==> config.mk <==
export PLATFORM = sky130hd
export DESIGN_NAME = wdt_err_supervisor
export DESIGN_NICKNAME = d
export VERILOG_FILES = /design/src/rtl/wdt_sup_pkg.sv /design/src/rtl/wdt_sup_timer.sv /design/src/rtl/wdt_sup_err_cnt.sv /design/src/rtl/wdt_sup_rst_pulse.sv /design/src/rtl/wdt_err_supervisor.sv
export SDC_FILE = /design/constraint.sdc
export NUM_CORES = 1
export LEC_CHECK = 0
export BUFFER_PORTS_ARGS = -buffer_cell sky130_fd_sc_hd__buf_4
export CAP_MARGIN = 40
export CORE_ASPECT_RATIO = 0.9
export CORE_MARGIN = 5
export CORE_UTILIZATION = 50
export CTS_BUF_LIST = sky130_fd_sc_hd__clkbuf_2 sky130_fd_sc_hd__clkbuf_4 sky130_fd_sc_hd__clkbuf_8
export DETAILED_ROUTE_END_ITERATION = 16
export PLACE_DENSITY = 0.7
export SLEW_MARGIN = 20
export SYNTH_ARGS = -nofsm -noshare
export SYNTH_HDL_FRONTEND = slang
export SYNTH_SLANG_ARGS = --single-unit
==> constraint.sdc <==
create_clock -name clk_i -period 5.89 [get_ports clk_i]
set_input_delay 0.2945 -clock clk_i [delete_from_list [all_inputs] [get_ports clk_i]]
set_output_delay 0.2945 -clock clk_i [all_outputs]
set_load 0.05 [all_outputs]
==> src/rtl/wdt_sup_pkg.sv <==
package wdt_sup_pkg;
  typedef enum logic {
    WD_MODE_TIMEOUT = 1'b0,
    WD_MODE_WINDOW  = 1'b1
  } wd_mode_e;
endpackage

==> src/rtl/wdt_sup_timer.sv <==
module wdt_sup_timer
  import wdt_sup_pkg::*;
#(
  parameter int LEN_W = 8
) (
  input  logic             clk_i,
  input  logic             rst_ni,
  input  logic             hold_i,
  input  wd_mode_e         mode_i,
  input  logic [LEN_W-1:0] closed_len_i,
  input  logic [LEN_W-1:0] open_len_i,
  input  logic             trig_i,
  output logic             viol_o
);
  localparam int PER_W = LEN_W + 1;

  logic             armed_q;
  wd_mode_e         mode_q;
  logic [LEN_W-1:0] closed_q;
  logic [PER_W-1:0] end_q;
  logic [PER_W-1:0] cnt_q;

  logic [LEN_W-1:0] open_eff;
  logic [PER_W-1:0] period_in;
  logic             in_closed, last_cyc, early, late, restart, load;

  always_comb begin
    open_eff  = (open_len_i == '0) ? LEN_W'(1) : open_len_i;
    period_in = PER_W'(open_eff);
    if (mode_i == WD_MODE_WINDOW) period_in = period_in + PER_W'(closed_len_i);
  end

  always_comb begin
    in_closed = armed_q && (mode_q == WD_MODE_WINDOW) && (cnt_q < PER_W'(closed_q));
    last_cyc  = armed_q && (cnt_q == end_q - PER_W'(1));
    early     = in_closed && trig_i;
    late      = last_cyc && !trig_i;
    viol_o    = !hold_i && (early || late);
    restart   = !hold_i && armed_q && (trig_i || late);
    load      = !hold_i && (!armed_q || restart);
  end

  always_ff @(posedge clk_i or negedge rst_ni) begin
    if (!rst_ni) begin
      armed_q  <= 1'b0;
      mode_q   <= WD_MODE_TIMEOUT;
      closed_q <= '0;
      end_q    <= PER_W'(1);
      cnt_q    <= '0;
    end else if (hold_i) begin
      armed_q <= 1'b0;
      cnt_q   <= '0;
    end else if (load) begin
      armed_q  <= 1'b1;
      mode_q   <= mode_i;
      closed_q <= closed_len_i;
      end_q    <= period_in;
      cnt_q    <= '0;
    end else if (armed_q) begin
      cnt_q <= cnt_q + PER_W'(1);
    end
  end

  assert_restart_zero_R2: assert property (@(posedge clk_i) disable iff (!rst_ni)
    armed_q && !hold_i && trig_i |=> cnt_q == '0);
  assert_cnt_in_period_R2: assert property (@(posedge clk_i) disable iff (!rst_ni)
    armed_q |-> cnt_q < end_q);
  assert_hold_disarms_R12: assert property (@(posedge clk_i) disable iff (!rst_ni)
    hold_i |=> !armed_q);
  assert_cfg_stable_R11: assert property (@(posedge clk_i) disable iff (!rst_ni)
    armed_q && !load && !hold_i |=> $stable(end_q) && $stable(closed_q) && $stable(mode_q));
endmodule

==> src/rtl/wdt_sup_err_cnt.sv <==
module wdt_sup_err_cnt #(
  parameter int ERR_W = 4
) (
  input  logic             clk_i,
  input  logic             rst_ni,
  input  logic             viol_i,
  input  logic [ERR_W-1:0] limit_i,
  output logic             fire_o
);
  logic [ERR_W-1:0] err_q;

  assign fire_o = viol_i && (err_q >= limit_i);

  always_ff @(posedge clk_i or negedge rst_ni) begin
    if (!rst_ni)     err_q <= '0;
    else if (fire_o) err_q <= '0;
    else if (viol_i) err_q <= err_q + ERR_W'(1);
  end

  assert_err_inc_R5: assert property (@(posedge clk_i) disable iff (!rst_ni)
    viol_i && !fire_o |=> err_q == $past(err_q) + ERR_W'(1));
  assert_err_clear_R9: assert property (@(posedge clk_i) disable iff (!rst_ni)
    fire_o |=> err_q == '0);
  assert_err_quiet_R5: assert property (@(posedge clk_i) disable iff (!rst_ni)
    !viol_i |=> $stable(err_q));
endmodule

==> src/rtl/wdt_sup_rst_pulse.sv <==
module wdt_sup_rst_pulse #(
  parameter int WARM_CYC = 16
) (
  input  logic clk_i,
  input  logic rst_ni,
  input  logic fire_i,
  input  logic clr_i,
  output logic active_o,
  output logic flag_o
);
  localparam int PW = (WARM_CYC < 2) ? 1 : $clog2(WARM_CYC);

  logic [PW-1:0] pcnt_q;
  logic          active_q, flag_q;

  always_ff @(posedge clk_i or negedge rst_ni) begin
    if (!rst_ni) begin
      active_q <= 1'b0;
      pcnt_q   <= '0;
    end else if (fire_i) begin
      active_q <= 1'b1;
      pcnt_q   <= PW'(WARM_CYC - 1);
    end else if (active_q) begin
      if (pcnt_q == '0) active_q <= 1'b0;
      else              pcnt_q   <= pcnt_q - PW'(1);
    end
  end

  always_ff @(posedge clk_i or negedge rst_ni) begin
    if (!rst_ni)     flag_q <= 1'b0;
    else if (fire_i) flag_q <= 1'b1;
    else if (clr_i)  flag_q <= 1'b0;
  end

  assign active_o = active_q;
  assign flag_o   = flag_q;

  assert_fire_starts_R6: assert property (@(posedge clk_i) disable iff (!rst_ni)
    fire_i |=> active_q);
  assert_pulse_holds_R6: assert property (@(posedge clk_i) disable iff (!rst_ni)
    active_q && pcnt_q != '0 |=> active_q);
  assert_fire_flag_R7: assert property (@(posedge clk_i) disable iff (!rst_ni)
    fire_i |=> flag_q);
  assert_flag_sticky_R7: assert property (@(posedge clk_i) disable iff (!rst_ni)
    flag_q && !clr_i |=> flag_q);
  assert_flag_clear_R8: assert property (@(posedge clk_i) disable iff (!rst_ni)
    clr_i && !fire_i |=> !flag_q);
endmodule

==> src/rtl/wdt_err_supervisor.sv <==
module wdt_err_supervisor
  import wdt_sup_pkg::*;
#(
  parameter int LEN_W    = 8,
  parameter int ERR_W    = 4,
  parameter int WARM_CYC = 16
) (
  input  logic             clk_i,
  input  logic             rst_ni,
  input  logic             mode_i,
  input  logic [LEN_W-1:0] win_closed_i,
  input  logic [LEN_W-1:0] win_open_i,
  input  logic [ERR_W-1:0] err_limit_i,
  input  logic             trig_i,
  input  logic             ext_err_i,
  input  logic             flag_clr_i,
  output logic             wd_flag_o,
  output logic             rst_no,
  output logic             int_no
);
  logic hold, tmr_viol, viol_all, fire, flag;

  wdt_sup_timer #(.LEN_W(LEN_W)) u_timer (
    .clk_i       (clk_i),
    .rst_ni      (rst_ni),
    .hold_i      (hold),
    .mode_i      (wd_mode_e'(mode_i)),
    .closed_len_i(win_closed_i),
    .open_len_i  (win_open_i),
    .trig_i      (trig_i),
    .viol_o      (tmr_viol)
  );

  // external strobes are blanked while the host is held in reset
  assign viol_all = tmr_viol || (ext_err_i && !hold);

  wdt_sup_err_cnt #(.ERR_W(ERR_W)) u_err (
    .clk_i  (clk_i),
    .rst_ni (rst_ni),
    .viol_i (viol_all),
    .limit_i(err_limit_i),
    .fire_o (fire)
  );

  wdt_sup_rst_pulse #(.WARM_CYC(WARM_CYC)) u_pulse (
    .clk_i   (clk_i),
    .rst_ni  (rst_ni),
    .fire_i  (fire),
    .clr_i   (flag_clr_i),
    .active_o(hold),
    .flag_o  (flag)
  );

  assign wd_flag_o = flag;
  assign rst_no    = ~hold;
  assign int_no    = ~flag;

  assert_int_with_rst_R7: assert property (@(posedge clk_i) disable iff (!rst_ni)
    $fell(rst_no) |-> !int_no);
  assert_hold_no_fire_R12: assert property (@(posedge clk_i) disable iff (!rst_ni)
    !rst_no |-> !fire);
endmodule

---- Word-level counts from Yosys, hierarchy flattened ----
Index checks and enable logic that the tools add are counted.
storage, ports and cells
  logic and storage cells ................. 64
  output and inout port bits .............. 3
  input bits .............................. 26
  register bits ........................... 38
cells by class
  bitwise logic cells ..................... 2
  order comparisons ....................... 2
  multiplexer cells ....................... 17
  equality and inequality tests ........... 2
  reductions and logical operators ........ 27
  add/subtract/negate cells ............... 5
operators with widths
  operator                                                            number
  9-bit 2-to-1 mux                                                    4
  4-bit 2-to-1 mux                                                    5
  1-bit logical AND                                                   11
  8-bit by 8-bit adder with 9-bit output                              1
  9-bit by 1-bit adder with 9-bit output, second input constant       1
  9-bit == test                                                       1
  9-bit by 8-bit < comparator with 1-bit output                       1
  9-bit by 1-bit subtractor with 9-bit output, second input constant  1
  8-bit zero test                                                     1
  8-bit 2-to-1 mux                                                    1
  2-bit nonzero test                                                  4
  1-bit 2-to-1 mux                                                    7
  4-bit by 1-bit adder with 4-bit output, second input constant       1
  4-bit greater-or-equal comparator                                   1
  4-bit zero test                                                     1
  1-bit logical OR                                                    4
  2-bit AND reduction                                                 2
  4-bit by 1-bit subtractor with 4-bit output, second input constant  1
  1-bit zero test                                                     3
  3-bit nonzero test                                                  1
  2-bit inequality test, second input constant                        1
  1-bit inverter                                                      2

---- Logic depth before layout (Yosys ltp) ----
Gate-level depths: netlist of run 1.
  depth after elaboration ................. 10
  depth in mapped cells ................... 11
  depth with buffers taken out ............ 11

---- Modules after synthesis ----
A second synthesis of run 1 with hierarchy kept.
unflattened totals
  cells, all modules ...................... 280
  area, all modules ....................... 2710.1 um^2
modules (own cells, without submodules)
  module              area an instance (um^2)  cells each  seq. area each (um^2)  times used
  wdt_sup_timer       2107.0                   218         701.9                  1
  wdt_sup_err_cnt     301.5                    33          100.1                  1
  wdt_sup_rst_pulse   286.5                    26          150.1                  1
  wdt_err_supervisor  15.0                     3           0.0                    1

---- Worst setup path after synthesis of run 1 ----
Ideal clock, no wire load.
  path kind ............................... register to register
  start ................................... register u_timer.end_q[0]
  end ..................................... register u_timer.closed_q[6]
  clock period less this slack ............ 2.547 ns
  stages on the path, launching flop included .. 9
  setup time .............................. 0.127 ns
  path slack .............................. 3.343 ns
  arrival time ............................ 2.419 ns
  cell sequence ........................... dfstp_2 > inv_1 > ha_1 > or3_1 > a31oi_1 > nand2_1 > a211oi_4 > buf_6 > mux2_1
between the ends
  cells in the longest elaborated chain, start to end .. 9
ends and longest elaborated chain
  element                                      line                 text
  from (decl)                                  wdt_sup_timer.sv:20  logic [PER_W-1:0] end_q;
  from (signal assigned)                       wdt_sup_timer.sv:57  end_q <= period_in;
  9-bit by 1-bit subtractor with 9-bit output  wdt_sup_timer.sv:35  last_cyc = armed_q && (cnt_q == end_q - PER_W'(1));
  9-bit == test                                wdt_sup_timer.sv:35
  1-bit logical AND                            wdt_sup_timer.sv:35
  1-bit logical AND                            wdt_sup_timer.sv:37  late = last_cyc && !trig_i;
  1-bit logical OR                             wdt_sup_timer.sv:39  restart = !hold_i && armed_q && (trig_i || late);
  1-bit logical AND                            wdt_sup_timer.sv:39
  1-bit logical OR                             wdt_sup_timer.sv:40  load = !hold_i && (!armed_q || restart);
  1-bit logical AND                            wdt_sup_timer.sv:40
  2-bit AND reduction (no line)                --
  to (signal assigned)                         wdt_sup_timer.sv:56  closed_q <= closed_len_i;
  to (decl)                                    wdt_sup_timer.sv:19  logic [LEN_W-1:0] closed_q;
Every way passes these cells.
A chain may end at the register's enable or synchronous reset.

---- Final worst setup path of run 1 ----
  start ................................... register u_timer.end_q[0]
  end ..................................... register u_timer.closed_q[2]
The elaborated chain is that of the path after synthesis.

==> summary.md, run 1 <==
| Metric | Value |
|---|---|
| Syn Std Cell Area | `2690 µm²` |
| Die width | `between 80 and 90 µm` |
| Drt wl/cell | `around 15 µm` |
| GRT Total Usage | `~18%` |
| Fin util | `between 50% and 60%` |
| Vias | `2115` |
| IO Pins | `29` |
| Synth Area in Compound Gates | `about 14%` |
| Mapped Cells | `around 280` |
| Final wirelength | `between 5000 and 6000 µm` |
| Leakage power | `around 0.0014 µW` |
| Vias per inst | `5.61` |
| Clock root buffer | `clkbuf_8` |
| CTS tree | `done` |
| Async set or reset register ratio after synthesis | `100%` |
| Clk Latency, worst-skew pair | `roughly 0.3 ns` |
| Pre-CTS WS | `about 3.0 ns` |
| Sequential area share after synthesis | `a little over a third` |
| CP endpoint kind | `flip-flop` |
| DR DRC count | `0` |
| Clk pin slew, worst setup/hold paths | `0.07 ns` |
| Critical path required time | `about 6 ns` |
| Yosys top cell by area | `dfrtp_1` |
| Crit path arrival time | `just under 3 ns` |
| Critical path's slowest cell | `dfstp_2` |
| H-tree levels | `2` |
| Dominant synthesized flop cell | `dfrtp_1` |
| Area Growth Syn to Fin | `15.5%` |
| DP HPWL | `between 4000 and 5000 µm` |
| ANT cells | `0` |
| Number of synthesized flops with an enable pin | `0` |
| Worst slew pin tran | `roughly 0.66 ns` |
| Max-Cap Viols | `0` |
| Worst path cell trace | `inv_1 > ha_1 > or3_1 > a31oi_1 > nand2_1 > a211oi_4 > buf_8 > mux2_2` |
| Row count | `25` |
| # clock sinks | `38` |
| Top cells by area, synth | `dfrtp_1, ha_1, mux2_2, xnor2_1, inv_1` |
| Remaining antenna violation count | `0` |
| Status | `complete, no violations` |
| Setup Viol. Count Final | `0` |
| Top cell type's share of synthesized area | `between 30% and 40%` |
| Gpl congestion | `0.848` |
| Residual overflow from global routing | `0` |
| Final setup TNS | `0 ns` |
| Layout Nets | `between 300 and 400` |
| Max FO, Critical Path | `14` |
| Worst Slack Setup Final | `between 3 and 4 ns` |
| Antenna violations before repair | `0` |
| Hold Vio Cnt, Final | `0` |
| First-pass GRT wire length | `roughly 9700 µm` |
| Largest family of logic cells by synthesized area | `simple AND/OR/NAND/NOR gates` |
| Xor and xnor area share after synthesis | `~6.8%` |
| Post-Synth Simple-Gate Area | `16.8%` |
| Worst path max stage delay | `between 0.5 and 0.6 ns` |
| Share of post-route cells with drive strength above 1 | `between 10% and 20%` |
| Relative slew margins | `between 50% and 60%` |
| Synth Net Count | `roughly 330` |
| Register bit total from synthesis | `38` |
| Drt pass-1 iters | `4` |
| Most common cell in the netlist | `dfrtp_1` |
| Final Power | `~1300 µW` |
| Min Tclk post-route | `between 2 and 3 ns` |
| DIE AREA | `between 6000 and 7000 µm²` |
| I/O Buffers | `28` |
| Max clock buf depth | `2` |
| Iter 0 DRT Violations | `30` |
| RSZ-0062 raised after global routing | `no` |
| Crit path launch type | `flip-flop` |
| Core Region | `5220 µm²` |
| Synth Area per Inst | `approximately 9.5 µm²` |
| Clk_skew | `0.00432 ns` |
| Pwr Density | `about 440 nW/µm²` |
| Post-Synth Adder-Cell Area | `11.5%` |
| Vias in the first global route | `1993` |
| Max Slew Vio Count | `0` |
| Smallest hold slack | `approximately 0.18 ns` |
| Fillers | `~460` |
| Largest net degree at the start of global routing | `39` |
| Inserted Clock Buffers | `5` |
| Peak supply drop | `roughly 0.2 mV` |
| Largest delay share family, worst path | `compound AO/OA/AOI/OAI gates` |
| Fmax | `about 370 MHz` |
| Hold WC Path Type | `in -> reg` |
| Yosys cell types | `slightly above 50` |
| Setup CP Type | `reg -> reg` |
| Die height | `between 70 and 80 µm` |
| Multiplexer share of the synthesized area | `roughly 9.8%` |
| Starting density of the core | `between 50% and 60%` |
| Final worst-path cycle share | `46.2%` |
| WP buf/inv | `2` |
| Commonest cells post-synth | `dfrtp_1, inv_1, ha_1` |
| Warning count from the yosys run | `0` |
layer usage:
layer  share of wire (%)  GRT usage (%)  wire, µm  up-vias
met5                   0              0         0        -
met4                 1.9           7.06       108        0
met3                 2.7           3.41       153       10
met2                  47           27.0      2600       24
met1                  49           25.2      2730     1025
li1                    -              -         -     1056
state kept, by name, indices dropped and copies added, names as in the netlist:
name	flops
u_err.err_q	4
u_pulse.active_o	1
u_pulse.flag_o	1
u_pulse.pcnt_q	4
u_timer.armed_q	1
u_timer.closed_q	8
u_timer.cnt_q	9
u_timer.end_q	9
u_timer.mode_q	1
cell families after synthesis:
family,after synthesis
and+or+nand+nor,84
xor gates and xnor gates,21
AOI/OAI and AO/OA,52
adders and majority gates,24
buffers and inverters,40
muxes,24
DFF,38
cells in the final DEF (no fill, tap or decap), types with 2 or more instances in the layout:
| cell type | n |
|---|---|
| and3_1 | 2 |
| inv_1 | 28 |
| and2_1 | 2 |
| o22ai_1 | 3 |
| nor2b_1 | 4 |
| mux2_1 | 7 |
| clkbuf_8 | 6 |
| o21a_1 | 2 |
| nand4_1 | 2 |
| a21o_1 | 2 |
| ha_1 | 23 |
| xnor2_1 | 14 |
| o211ai_1 | 2 |
| o221ai_1 | 3 |
| nor3_1 | 11 |
| bufinv_16 | 2 |
| buf_4 | 28 |
| a211oi_1 | 2 |
| a221oi_1 | 2 |
| nor2_1 | 15 |
| nand2_1 | 15 |
| o2111ai_1 | 3 |
| a21oi_1 | 9 |
| and3b_1 | 3 |
| nor4_1 | 5 |
| nor3b_1 | 4 |
| mux2_2 | 12 |
| mux2i_1 | 5 |
| o21ai_1 | 2 |
| nand2b_1 | 4 |
| or3_1 | 2 |
| xor2_1 | 7 |
| or2_2 | 3 |
| o31ai_1 | 2 |
| o21ai_0 | 12 |
| nand3_1 | 8 |
| dfrtp_1 | 37 |
metrics by stage:
stage | instances | cell area [µm²]
6_report | 377 | 3100
5_1_grt | 377 | 3100
4_1_cts | 376 | 3090
3_5_place_dp | 367 | 2940
3_3_place_gp | 366 | 2930
2_1_floorplan | 283 | 2690
what timing repair did:
| action | 4_1_cts | 5_1_grt |
|---|---|---|
| gates resized for setup | 0 | 0 |
| endpoints found under the hold margin | 37 | 0 |
| buffers inserted | 0 | 0 |
| hold buffers | 1 | 0 |
power breakdown:
group          total, µW  leakage [µW]  switching, µW  internal (µW)
Sequential           482      0.000469            113            369
Clock                277     0.0000714           96.1            181
Combinational        591      0.000883            309            282
path summary, 6_finish.rpt:
path                                     start  depth (start not counted)  slack [ns]                   to
max in group asynchronous               rst_ni                          2        5.05     u_timer.end_q[0]
hold / removal                      flag_clr_i                          2        0.18       u_pulse.flag_o
min in group asynchronous               rst_ni                          2        0.49     u_timer.cnt_q[7]
hold reg to reg            u_timer.closed_q[6]                          1        0.50  u_timer.closed_q[6]
setup / recovery              u_timer.end_q[0]                          8        3.17  u_timer.closed_q[2]
setup reg to reg              u_timer.end_q[0]                          8        3.17  u_timer.closed_q[2]
area by class of cell:
type,instances,area [µm²],share of cell area (%)
multi-input cells,205,1570,50.8
flip-flops and latches,38,952,30.7
repair buffers,31,243,7.83
inverters,28,105,3.39
well taps,67,83.8,2.70
clock buffers,6,82.6,2.66
clock inverters,2,60.1,1.94
Note: power is estimated with default switching activity, not from simulation.
==> inputs of run 2 (changes only) <==
- ABC_AREA: unset -> 1
- PLACE_DENSITY: 0.7 -> 0.72
- clock period: 5.89 -> 2.4 ns (I/O delays scaled with it)
==> run 2 against run 1 <==
  * Core utilization down 1.9 points
  * Register-to-register slack worse by 3.0 ns
  * Clock-buffer cell count unchanged
  * Via count up 17%
  * Critical endpoint is now u_timer.end_q[3]
  * Largest cell class unchanged
  * Cell area up 4.2%
  * Die area up 6.6%
  * Clock skew up 0.0014 ns
  * Power up 150%
  * Fmax up 23%
  * Highest routed layer unchanged
==> summary.md, run 2 <==
| Metric | Value |
|---|---|
| Syn Std Cell Area | `2890 µm² (+7.5%)` |
| # clock sinks | `38 (unchanged)` |
| Peak supply drop | `0.600 mV (+210%)` |
| Gpl congestion | `0.916 (+8.0%)` |
| Layout Nets | `475 (+32%)` |
| Worst path cell trace | `inv_1 > ha_2 > xnor2_1 > nor2_1 > nand3_2 > nor2_2 > nand3_2 > nand2_4 > nand2_4 > nand2_8 > nand2_8 > nand2_1 > nand2_1` |
| Dominant synthesized flop cell | `dfrtp_1` |
| First-pass GRT wire length | `10300 µm (+6.6%)` |
| Most common cell in the netlist | `nand2_1` |
| Antenna violations before repair | `0 (unchanged)` |
| Core Region | `5630 µm² (+7.7%)` |
| Number of synthesized flops with an enable pin | `0 (unchanged)` |
| Multiplexer share of the synthesized area | `0% (-9.8 points)` |
| Worst path max stage delay | `0.58 ns (about the same)` |
| Hold WC Path Type | `in -> reg` |
| Final wirelength | `5860 µm (+4.9%)` |
| Clk Latency, worst-skew pair | `0.29 ns (about the same)` |
| Post-Synth Adder-Cell Area | `10.7% (-0.80 points)` |
| RSZ-0062 raised after global routing | `no` |
| Synth Net Count | `448 (+35%)` |
| Mapped Cells | `398 (+41%)` |
| Share of post-route cells with drive strength above 1 | `14.6% (-4.2 points)` |
| Setup CP Type | `reg -> reg` |
| Worst slew pin tran | `0.637 ns (-0.0233 ns)` |
| Final setup TNS | `0 ns (unchanged)` |
| Synth Area per Inst | `7.25 µm² (-24%)` |
| Yosys cell types | `34 (-33%)` |
| Critical path required time | `2.58 ns (-3.50 ns)` |
| Die height | `82.1 µm (+3.2%)` |
| Inserted Clock Buffers | `5 (unchanged)` |
| Top cell type's share of synthesized area | `32.1% (-2.4 points)` |
| Async set or reset register ratio after synthesis | `100% (unchanged)` |
| Max FO, Critical Path | `19 (+5)` |
| Row count | `26 (+4.0%)` |
| Largest net degree at the start of global routing | `39 (unchanged)` |
| Min Tclk post-route | `2.22 ns (-0.508 ns)` |
| Residual overflow from global routing | `0 (unchanged)` |
| Starting density of the core | `51.3% (-0.11 points)` |
| Commonest non-fill, non-tap cell in the layout | `nand2_1` |
| Remaining antenna violation count | `0 (unchanged)` |
| Setup Viol. Count Final | `0 (unchanged)` |
| Final worst-path cycle share | `92.3% (+46 points)` |
| Top cells by area, synth | `dfrtp_1, nand2_1, ha_1, nand3_1, inv_1` |
| Crit path launch type | `flip-flop` |
| GRT Total Usage | `16.7% (-1.2 points)` |
| DIE AREA | `7390 µm² (+6.6%)` |
| Pwr Density | `1040 nW/µm² (+140%)` |
| Max-Cap Viols | `0 (unchanged)` |
| Vias in the first global route | `2332 (+17%)` |
| Critical path's slowest cell | `dfstp_2` |
| Xor and xnor area share after synthesis | `6.37% (-0.48 points)` |
| Area Growth Syn to Fin | `11.9%` |
| Clk pin slew, worst setup/hold paths | `0.08 ns (about the same)` |
| Final Power | `3360 µW (+150%)` |
| Synth Area in Compound Gates | `5.85% (-7.8 points)` |
| Yosys top cell by area | `dfrtp_1` |
| Relative slew margins | `57.2% (+1.2 points)` |
| H-tree levels | `2 (unchanged)` |
| Drt wl/cell | `11.8 µm (-20%)` |
| DR DRC count | `0 (unchanged)` |
| Clk_skew | `0.00570 ns (+0.00138 ns)` |
| DP HPWL | `4620 µm (+7.0%)` |
| Fillers | `526 (+15%)` |
| Sequential area share after synthesis | `33.0% (-2.5 points)` |
| Leakage power | `0.00176 µW (+23%)` |
| Top flop regs | `u_timer.cnt_q (9), u_timer.end_q (9), u_timer.closed_q (8)` |
| CP endpoint kind | `flip-flop` |
| Iter 0 DRT Violations | `110 (+270%)` |
| I/O Buffers | `28 (unchanged)` |
| Largest family of logic cells by synthesized area | `simple AND/OR/NAND/NOR gates` |
| IO Pins | `29 (unchanged)` |
| Die width | `90.1 µm (+3.3%)` |
| Max clock buf depth | `2 (unchanged)` |
| Drt pass-1 iters | `4 (unchanged)` |
| Vias per inst | `4.98 (-11%)` |
| Setup repair bufs after CTS | `0 (unchanged)` |
| Crit path arrival time | `2.40 ns (-0.51 ns)` |
| Commonest cells after routing, fill and taps aside | `nand2_1, inv_1, nand3_1` |
| Status | `complete, no violations` |
| Commonest cells post-synth | `nand2_1, inv_1, nand3_1` |
| ANT cells | `0 (unchanged)` |
| Warning count from the yosys run | `0 (unchanged)` |
| Hold Vio Cnt, Final | `0 (unchanged)` |
| Register bit total from synthesis | `38 (unchanged)` |
| Vias | `2472 (+17%)` |
| Post-Synth Simple-Gate Area | `33.9% (+17 points)` |
| Clock root buffer | `clkbuf_8` |
| CTS tree | `done` |
| Max Slew Vio Count | `0 (unchanged)` |
| Fmax | `451 MHz (+23%)` |
## run 2: cell count changes after synthesis, sizes merged, moves of 5 or more
| cell | previous run | this run |
|---|---|---|
| mux2 | 19 | 0 |
| nor2 | 15 | 35 |
| mux2i | 5 | 0 |
| inv | 28 | 56 |
| nor3 | 12 | 2 |
| nand2 | 15 | 129 |
| nand3 | 8 | 46 |
## run 2: kinds of logic after synthesis
kind of cell,after synthesis
buffers and inverters,68
AO/OA/AOI/OAI,31
flip-flops,38
AND/OR/NAND/NOR,216
XOR/XNOR,21
adder cells (fa/ha/maj),24
## run 2: stage by stage
stage	hold WS [ns]	instances	cell area, µm²	util [%]	worst slack [ns]
global placement	0.114	487	3120	55.4	0.121
CTS	0.00327	496	3230	57.3	0.139
floorplan	-0.176	398	2890	-	0.345
finish	0.0141	496	3230	57.4	0.185
global route	0.0147	496	3230	57.4	0.0326
detailed placement	0.114	487	3120	55.4	0.0897
## run 2: path summary, 6_finish.rpt
path	from	to	slack (ns)	cells past startpoint
worst max-delay path	u_timer.end_q[0]	u_timer.end_q[3]	0.18	13
worst min-delay path	flag_clr_i	u_pulse.flag_o	0.01	2
worst max register to register	u_timer.end_q[0]	u_timer.end_q[3]	0.18	13
worst min register to register	u_pulse.active_o	u_timer.armed_q	0.44	1
max in group asynchronous	rst_ni	u_timer.end_q[0]	1.71	2
min in group asynchronous	rst_ni	u_pulse.flag_o	0.33	2
## run 2: power breakdown
| part | internal (µW) | switching, µW |
|---|---|---|
| clock network | 231 | 227 |
| logic | 666 | 1090 |
| registers | 896 | 252 |
## run 2: layer usage
metal  wire length (µm)  part of all wire [%]  track usage [%]
met5                  0                     0                0
met1               2960                    50             22.5
met3                136                   2.3             2.66
met4                 42                  0.72             5.21
met2               2730                    46             27.8
## run 2: cell type report
cell class | instances | area (µm²) | area share, %
Timing Repair Buffer | 32 | 243 | 7.51
Clock buffer | 6 | 82.6 | 2.56
Clock inverter | 2 | 12.5 | 0.387
Tap cell | 70 | 87.6 | 2.71
Sequential cell | 38 | 952 | 29.5
Inverter | 56 | 210 | 6.51
Multi-Input combinational cell | 292 | 1640 | 50.9
## run 2: worst max-delay path: cells and delay by family, from the launching register on
family	cells	cell delay, ns
buffers and inverters	1	0.09
flip-flops	1	0.58
adder cells (fa/ha/maj)	1	0.29
AND/OR/NAND/NOR	10	1.01
XOR/XNOR	1	0.12
## run 2: timing repair
item,CTS,global route
hold buffers,1,0
resized for setup,0,2
setup endpoints to repair,0,25
hold endpoints to repair,37,0
